File: src/rtl/spi_target_frontend.sv
module spi_target_frontend #(
  parameter int          TIMEOUT_CYCLES = 5_000_000,
  parameter int          LEN_W          = 4,
  parameter logic [7:0]  IDLE_CODE      = 8'h55
) (
  input  logic             clk,
  input  logic             rst_n,
  input  logic             sck,
  input  logic             cs_n,
  input  logic             mosi,
  output logic             miso,
  output logic             miso_en,
  output logic [7:0]       rx_data,
  output logic             rx_valid,
  output logic             rx_first,
  input  logic [LEN_W-1:0] cmd_len,
  input  logic [7:0]       tx_data,
  output logic             timeout
);

  localparam int TW = (TIMEOUT_CYCLES > 1) ? $clog2(TIMEOUT_CYCLES) : 1;
  localparam logic [TW-1:0] TLAST = TW'(TIMEOUT_CYCLES - 1);

  logic [2:0]       sck_q, cs_q;
  logic [1:0]       mosi_q;
  logic [2:0]       bitcnt;
  logic             tx_loaded;
  logic [7:0]       tx_sh;
  logic [LEN_W-1:0] pending;
  logic [TW-1:0]    timer;

  wire sel      = ~cs_q[1];
  wire sck_rise = sel &  sck_q[1] & ~sck_q[2];
  wire sck_fall = sel & ~sck_q[1] &  sck_q[2];

  assign miso_en = sel;
  assign miso    = sel & tx_sh[7];

  always_ff @(posedge clk) begin
    if (!rst_n) begin
      sck_q  <= 3'b111;
      cs_q   <= 3'b111;
      mosi_q <= 2'b00;
    end else begin
      sck_q  <= {sck_q[1:0], sck};
      cs_q   <= {cs_q[1:0], cs_n};
      mosi_q <= {mosi_q[0], mosi};
    end
  end

  always_ff @(posedge clk) begin
    if (!rst_n) begin
      bitcnt    <= '0;
      tx_loaded <= 1'b0;
      tx_sh     <= '0;
      rx_data   <= '0;
      rx_valid  <= 1'b0;
      rx_first  <= 1'b0;
      pending   <= '0;
      timer     <= '0;
      timeout   <= 1'b0;
    end else begin
      rx_valid <= 1'b0;
      timeout  <= 1'b0;

      if (!sel) begin
        bitcnt    <= '0;
        tx_loaded <= 1'b0;
      end else begin
        if (sck_rise) begin
          rx_data <= {rx_data[6:0], mosi_q[1]};
          bitcnt  <= bitcnt + 3'd1;
          if (bitcnt == 3'd7) begin
            rx_valid  <= 1'b1;
            rx_first  <= (pending == '0);
            tx_loaded <= 1'b0;
          end
        end
        if (sck_fall) begin
          if (!tx_loaded) begin
            tx_sh     <= (pending == '0) ? IDLE_CODE : tx_data;
            tx_loaded <= 1'b1;
          end else begin
            tx_sh <= {tx_sh[6:0], 1'b0};
          end
        end
      end

      if (rx_valid) begin
        timer   <= '0;
        pending <= rx_first ? cmd_len : pending - 1'b1;
      end else if (pending != '0) begin
        if (timer == TLAST) begin
          timer     <= '0;
          pending   <= '0;
          timeout   <= 1'b1;
          bitcnt    <= '0;
          tx_loaded <= 1'b0;
        end else begin
          timer <= timer + 1'b1;
        end
      end
    end
  end

  assert_strobe_single_R1: assert property (@(posedge clk) disable iff (!rst_n)
    rx_valid |=> !rx_valid);

  assert_no_strobe_unselected_R8: assert property (@(posedge clk) disable iff (!rst_n)
    !sel |=> !rx_valid);

  assert_idle_on_command_R3: assert property (@(posedge clk) disable iff (!rst_n)
    ($rose(tx_loaded) && $past(pending) == '0 && !$past(timeout)) |-> tx_sh == IDLE_CODE);

  assert_timeout_single_R6: assert property (@(posedge clk) disable iff (!rst_n)
    timeout |=> !timeout);

  assert_quiet_when_idle_R7: assert property (@(posedge clk) disable iff (!rst_n)
    (pending == '0 && !rx_valid) |=> !timeout);

  assert_miso_off_R9: assert property (@(posedge clk) disable iff (!rst_n)
    !miso_en |-> !miso);

endmodule

File: config.mk
export PLATFORM = sky130hd
export DESIGN_NAME = spi_target_frontend
export DESIGN_NICKNAME = d
export VERILOG_FILES = /design/src/rtl/spi_target_frontend.sv
export SDC_FILE = /design/constraint.sdc
export NUM_CORES = 1
export LEC_CHECK = 0
export ABC_AREA = 0
export ABC_CLOCK_PERIOD_IN_PS = 2100
export BUFFER_PORTS_ARGS = -buffer_cell sky130_fd_sc_hd__buf_4
export CAP_MARGIN = 10
export CORE_MARGIN = 2
export CORE_UTILIZATION = 40
export DETAILED_ROUTE_END_ITERATION = 10
export GPL_ROUTABILITY_DRIVEN = 1
export GPL_TIMING_DRIVEN = 0
export PLACE_DENSITY = 0.59
export SYNTH_ARGS = -nofsm -noshare
export SYNTH_HDL_FRONTEND = slang
export SYNTH_SLANG_ARGS = --single-unit
File: constraint.sdc
create_clock -name clk -period 2.1 [get_ports clk]
set_clock_uncertainty 0.05 [all_clocks]
set_input_delay 0.21 -clock clk [delete_from_list [all_inputs] [get_ports clk]]
set_output_delay 0.21 -clock clk [all_outputs]
set_load 0.05 [all_outputs]
# Yosys cells after proc, flatten, opt, wreduce, memory -nomap -nowiden
# Index checks and enable logic that the tools add are counted.
[totals]
register_bits = 57
wordCells = 61
[op_classes]
add_sub_neg = 3
eq_ne = 2
mux = 22
bitwise = 11
reduce_logical = 11
[op_table]
columns = ["operator", "count"]
rows = [
  ["$add A23 B1 Y23 const B", 1],
  ["$eq A23 B23 Y1 const B", 1],
  ["$mux W23", 1],
  ["$mux W4", 4],
  ["$mux W8", 2],
  ["$mux W3", 5],
  ["$mux W1", 10],
  ["$not A1 Y1", 6],
  ["$reduce_and A2 Y1", 3],
  ["$reduce_or A3 Y1", 2],
  ["$and A1 B1 Y1", 5],
  ["$logic_not A4 Y1", 1],
  ["$reduce_bool A2 Y1", 2],
  ["$reduce_bool A4 Y1", 1],
  ["$sub A4 B1 Y4 const B", 1],
  ["$add A3 B1 Y3 const B", 1],
  ["$eq A3 B3 Y1 const B", 1],
  ["$reduce_and A3 Y1", 1],
  ["$reduce_or A2 Y1", 1],
]

# Logic depth before layout (Yosys ltp)
# Gate-level depths: netlist of run 1.
[depth]
depth_word = 10
mapped_depth = 8
depth_no_buf = 6

# Least setup slack after synthesis of run 1
# Ideal clock, no wire load.
[synth_timing]
kind = "register to register"
start = "reg pending[0]"
end = "reg timer[0]"
arrival_time_ps = 1893
t_required_ps = 1922
slack_ps = 30
path_stages_with_launch = 9
path_cell_list = "dfxtp_1 > inv_1 > ha_1 > or3b_2 > clkbuf_1 > nand4_1 > o21ai_1 > clkbuf_1 > nor2_1"
[synth_via]
elab_chain_cells = 1
[synth_lines]
columns = ["element", "line_no", "rtl"]
rows = [
  ["from (decl)", "29", "logic [LEN_W-1:0] pending;"],
  ["from (signal assigned)", "91", "pending <= rx_first ? cmd_len : pending - 1'b1;"],
  ["$reduce_bool A4 Y1", "92", "end else if (pending != '0) begin"],
  ["to (signal assigned)", "100", "timer <= timer + 1'b1;"],
  ["to (decl)", "30", "logic [TW-1:0] timer;"],
]
# No other way between the ends.
# A chain may end at the register's enable or synchronous reset.

# Final worst setup path of run 1
[layout_timing]
start = "reg timer[8]"
end = "reg timer[22]"
[layout_via]
elab_chain_cells = 2
elab_cells_between_ends = 3
classes_between = "1 x add/sub; 1 x eq/ne; 1 x mux"
[layout_lines]
columns = ["element", "line_no", "rtl"]
rows = [
  ["$add A23 B1 Y23 / $eq A23 B23 Y1 (equally long branches)", "100, 93", ""],
  ["$mux W23 *", "93", "if (timer == TLAST) begin"],
]
# Mark *: on every way between the ends. The rest lies on a longest branch, timed or not.

==> out/metrics.cfg, run 1 <==
[run_status]
status = finished, final reports clean

[critical_path]
rr_worst_depth = 5
r2r_slack_ps = 90
path_class = flop to flop
cp_max_fo = 10
end_kind = flop
r2r_end = timer[22]
crit_required_ps = 2320
cp-start-kind = flop
critPathArrivalTime_ps = 2230
r2r-start = timer[8]

[sta]
fmax_ghz = 0.498
fin_crit_sh_pct = 95.6
slew_headroom_pct = 59.0
drv_slew = 0
timing.hold.ws_ps = 27.3
hold_viol = 0
min_period_ps = 2010
finalSetupViolCount = 0
worst_pin_slew_ps = 612

[die]
rows = 29
start_util_pct = 41.0
die_h_um = 84.4
die_area_um2 = 7130
die_x_um = 84.4
core_region_area_um2 = 6310
ios = 30

[pwr]
p_int_mw = 1.86
p_leak_nw = 1.18
swShare_pct = 21.2
p_switching_uw = 499
clockPowerShare_pct = 49.8
power_frac_comb_pct = 3.5
power_frac_seq_pct = 46.7
total_power_mw = 2.36
p_per_area_nw_per_um2 = 733
ir_drop_uv = 420

[cells_and_area]
antenna_cells = 0
final_area_um2 = 3220
drive_gt1_share_pct = 20.1
syn2layout_area_growth_pct = 24.3
nNetsFinal = 361

[clocking]
clock_path_buffers = 2
ctsHtreeMaxLevel = 3
cts_root_buffer = clkbuf_8
cts_tree = done
path_clk_slew_ps = 70
worstSkewPairLatency_ps = 340
cts_buffers = 9
cts_num_sinks = 57

[synth]
synth-simple-area-share_pct = 26.9
synth_cell_type_count = 39
synth-edff-count = 0
yosysWarnings = 0
ys.flop_type = dfxtp_1
ys_ff_latch = 57
avgSynthCellArea_um2 = 8.65
synth_top_family_by_area = simple AND/OR/NAND/NOR gates
synth_compound_area_share_pct = 18.1
yosysSeqAreaShare_pct = 44.1
syn-num-nets = 321
synthXorXnorAreaFrac_pct = 4.06
async_flop_share_pct = 0
synth_fa_ha_area_share_pct = 2.42
muxShareOfSynthArea_pct = 0.774
synthCells = 299
syn-cell-area_um2 = 2590

[routing]
wl_mm = 6.02
drt_first_pass_iters = 5
vias_per_cell = 5.42
ant_nets = 0
drt_iter0_drc = 142
wire_per_inst_um = 14.3
vias = 2283
drcViolationCount = 0

[placed_design]
port_buffers = 29
dp_hpwl_mm = 4.04
placed_area_um2 = 2900
gp_congestion = 0.802

[global_routing]
overflow = 0
grt_pass1_vias = 2081
grt_pass1_wl_mm = 10.3
grt_max_degree = 11
track_usage_pct = 18.0
antenna_found_initial = 0

[run]
maxCapViolations = 0

[min_path]
min_path_type = primary input to flop
min_path_cells = 2
hold_end = sck_q[0]
hold_path.startpoint = sck

==> Yosys cell counts (2+ instances only) <==
master,number,area [um2]
nand3_1,11,55.1
nor3b_1,3,22.5
nor4_1,5,31.3
o311ai_0,4,35.0
and4_1,2,17.5
xnor2_1,5,43.8
a21oi_1,17,85.1
or3_1,3,18.8
inv_1,8,30.0
o211ai_1,6,45.0
or4_1,9,67.6
o22ai_1,3,18.8
o31ai_1,10,75.1
a21boi_0,12,90.1
nand4_1,10,62.6
and3_1,4,25.0
o21ai_0,10,50.1
nor4b_1,2,17.5
nand2_1,35,131
or3b_2,2,17.5
nor2_1,19,71.3
clkbuf_1,14,52.6
ha_1,5,62.6
xor2_1,7,61.3
and2_1,4,25.0
o32ai_1,2,17.5
buf_1,2,7.51
dfxtp_1,57,1140
o211a_1,4,40.0
nand2b_1,10,62.6
nor2b_1,2,12.5
nor3_1,4,20.0
mux2i_1,2,20.0
==> logic make-up after synthesis <==
group	count (synthesis)
xor+xnor	12
mux	2
buf+inv	25
simple gates	128
compound gates	70
fa+ha+maj	5
flops	57
==> placed cells by master, fill, tap and decap left out, drive strengths merged, types with 6 or more instances in the layout <==
master	count
buf	33
dfxtp	57
o211ai	6
nand4	11
a21oi	17
nor2	19
inv	8
nand3	11
xor2	7
clkbuf	24
or4	9
o21ai	11
o31ai	10
a21boi	12
nand2b	10
nand2	35
==> worst max path at each step <==
stage                           end  cells after the start       start  slack, ps
after global placement     timer[3]                      8  pending[0]       -580
after CTS                 timer[22]                      5    timer[9]         50
after global routing      timer[22]                      5    timer[8]       -0.6
final                     timer[22]                      5    timer[8]         90
after floorplan            timer[0]                      8  pending[0]         30
after detailed placement   timer[0]                      8  pending[0]       -590
==> per-stage QoR <==
step / cells / util [%] / TNS (ps) / setup slack, ps
4_1_cts: 421 / 50.6 / 0 / 48.0
6_report: 421 / 50.9 / 0 / 91.5
5_1_grt: 421 / 50.9 / -0.641 / -0.641
2_1_floorplan: 299 / - / 0 / 29.6
3_3_place_gp: 405 / 46.0 / -7870 / -581
3_5_place_dp: 405 / 46.0 / -8200 / -589
==> cell type report <==
cell class | count | area (um2)
plain buffers | 15 | 62.6
clock buffers | 11 | 151
clock inverters | 5 | 77.6
fillers | 621 | 3100
inverters | 8 | 30.0
multi-input cells | 217 | 1400
flip-flops and latches | 57 | 1160
well taps | 77 | 96.3
repair buffers | 31 | 233
==> power by group through the flow <==
stage | sequential [mW] | clock [mW] | combinational, mW
floorplan | 1.12 | 0 | 0.0414
global placement | 1.13 | 0 | 0.0780
global route | 1.10 | 1.24 | 0.0918
detailed placement | 1.13 | 0 | 0.0780
CTS | 1.10 | 1.19 | 0.0833
finish | 1.10 | 1.17 | 0.0821
==> worst max-delay path, cell delays in order, from the launching register on <==
cell and delay (ps):
dfxtp_4 390, nand4_4 150, or4_1 550, clkbuf_4 190
or4_1 470, a21oi_1 140
==> sequential cells by signal, summed over array words and instances, names as in the netlist <==
signal	cells
bitcnt	3
cs_q	2
mosi_q	2
pending	4
rx_data	8
rx_first	1
rx_valid	1
sck_q	3
timeout	1
timer	23
tx_loaded	1
tx_sh	8
==> what timing repair did <==
item	4_1_cts	5_1_grt
buffers inserted	2	0
hold buffers	0	0
setup endpoints to repair	28	22
pin swaps	2	0
gates resized for setup	13	14
==> per-layer routing <==
layer	up-vias	global-route usage (%)	share of wire [%]
li1	1176	-	-
met4	0	9.09	1.1
met2	52	26.4	45
met5	-	0	0
met1	1051	25.2	49
met3	4	3.54	4.4
(Power assumes the default switching activity.)
==> run 2: changes to the inputs <==
--- a/config.mk
+++ b/config.mk
@@ -15,6 +15,7 @@
 export GPL_ROUTABILITY_DRIVEN = 1
 export GPL_TIMING_DRIVEN = 0
 export PLACE_DENSITY = 0.59
+export REMOVE_ABC_BUFFERS = 1
 export SYNTH_ARGS = -nofsm -noshare
 export SYNTH_HDL_FRONTEND = slang
 export SYNTH_SLANG_ARGS = --single-unit
==> run 2 against run 1 <==
Compared with the run above: register-to-register slack hardly changed; global-route usage is 1.2 points lower; routed wire length is 5.6% lower; critical path depth is 1 lower; sequential power hardly changed; combinational power is 6.2% lower; clock power is 14% lower; flip-flop and latch count stayed put; worst setup slack better by 13 ps; utilization is 1.1 points lower; count of clock-buffer cells in the layout is 1 lower; maximum frequency is 0.65% higher.
==> out/metrics.cfg, run 2 (synthesized netlist as in run 1, its figures left out) <==
[run_status]
status = finished, final reports clean

[pwr]
power_frac_comb_pct = 3.5
swShare_pct = 22.3
p_switching_uw = 490
power_frac_seq_pct = 50.4
ir_drop_uv = 558
total_power_mw = 2.19
clockPowerShare_pct = 46.1
p_per_area_nw_per_um2 = 698
p_leak_nw = 1.16
p_int_mw = 1.70

[clocking]
worstSkewPairLatency_ps = 340
ctsHtreeMaxLevel = 3
cts_root_buffer = clkbuf_8
path_clk_slew_ps = 70
cts_tree = done
cts_buffers = 9
clock_path_buffers = 2
cts_num_sinks = 57

[routing]
drcViolationCount = 0
ant_nets = 0
drt_first_pass_iters = 4
vias = 2286
wl_mm = 5.68
wire_per_inst_um = 13.8
vias_per_cell = 5.56
drt_iter0_drc = 150

[run]
maxCapViolations = 0

[global_routing]
overflow = 0
antenna_found_initial = 0
track_usage_pct = 16.8
grt_max_degree = 30
grt_pass1_wl_mm = 9.74
grt_pass1_vias = 2177

[sta]
slew_headroom_pct = 56.7
tns_ps = 0
drv_slew = 0
hold_viol = 0
fin_crit_sh_pct = 95.0
finalSetupViolCount = 0
timing.hold.ws_ps = 22.7
rsz0062_at_grt = false
min_period_ps = 2000
worst_pin_slew_ps = 647
fmax_ghz = 0.501

[cells_and_area]
final_cell_mix = 54 x dfxtp_1, 34 x nand2_1, 34 x buf_4
nNetsFinal = 352
drive_gt1_share_pct = 19.5
final_cells = 411
largest-register = timer
final_util_pct = 49.8
nFillCells = 639
antenna_cells = 0
final_common_cell = dfxtp_1
syn2layout_area_growth_pct = 21.5
reg_top3 = timer: 23 flops, rx_data: 8 flops, tx_sh: 8 flops
largest_reg_flops = 23

[die]
die_h_um = 84.4
core_region_area_um2 = 6310
rows = 29
die_area_um2 = 7130
start_util_pct = 41.0
die_x_um = 84.4
ios = 30

[placed_design]
dp_cells = 389
port_buffers = 29
gp_congestion = 0.819
dp_hpwl_mm = 3.83

[critical_path]
cp-start-kind = flop
cp_max_fo = 10
critPathArrivalTime_ps = 2210
crit_required_ps = 2320
end_kind = flop
path_class = flop to flop

[min_path]
min_path_type = primary input to flop

-- run 2: cell types whose count changed in the layout (fill, tap and decap cells not counted), moves of 3 or more --
| cell | previous run | this run |
|---|---|---|
| dfxtp_4 | 4 | 0 |
| dfxtp_1 | 48 | 54 |
| buf_4 | 31 | 34 |
| clkbuf_1 | 10 | 0 |
-- run 2: area by class of cell --
cell class / instances / area [um2] / area share [%]
clock buffers: 10 / 138 / 4.38
clock inverters: 5 / 56.3 / 1.79
inverters: 8 / 30.0 / 0.955
multi-input cells: 217 / 1400 / 44.5
flip-flops and latches: 57 / 1140 / 36.4
well taps: 77 / 96.3 / 3.06
repair buffers: 37 / 280 / 8.91
-- run 2: routing by layer --
metal	routed length (um)	vias up	part of all wire, %	GRT usage, %
met5	0	-	0	0
li1	-	1147	-	-
met2	2590	40	46	26.4
met4	104	0	1.8	8.23
met3	191	8	3.4	4.13
met1	2790	1091	49	21.7
-- run 2: repair_timing --
item / CTS / global route
endpoints found under the hold margin: 2 / 0
gates resized for setup: 9 / 5
setup endpoints to repair: 28 / 20
buffers inserted: 1 / 3
hold buffers: 2 / 0
pin swaps: 1 / 0
-- run 2: per-stage QoR --
step / setup WS [ps] / instance area (um2)
finish: 104 / 3140
global route: 32.8 / 3140
CTS: 3.95 / 3110
detailed placement: -396 / 2840
global placement: -677 / 2840
floorplan: 1.41 / 2520
-- run 2: worst max-delay path, stage by stage (launching register included) --
cell and delay (ps):
dfxtp_1 430, nand4_4 170, or4_4 630, or4_1 490, a21oi_1 160
-- run 2: final timing paths --
| kind | start | to | slack (ps) | cells after the start |
|---|---|---|---|---|
| worst min-delay path | mosi | mosi_q[0] | 20 | 2 |
| worst max register to register | timer[9] | timer[22] | 100 | 4 |
| worst max-delay path | timer[9] | timer[22] | 100 | 4 |
| worst min register to register | sck_q[0] | sck_q[1] | 360 | 1 |
-- run 2: power groups by stage --
stage	Clock [mW]	Combinational (mW)	Sequential, mW
detailed placement	0	0.0722	1.13
finish	1.01	0.0770	1.11
global placement	0	0.0700	1.13
CTS	1.03	0.0778	1.11
global route	1.09	0.0850	1.11
floorplan	0	0.0327	1.13
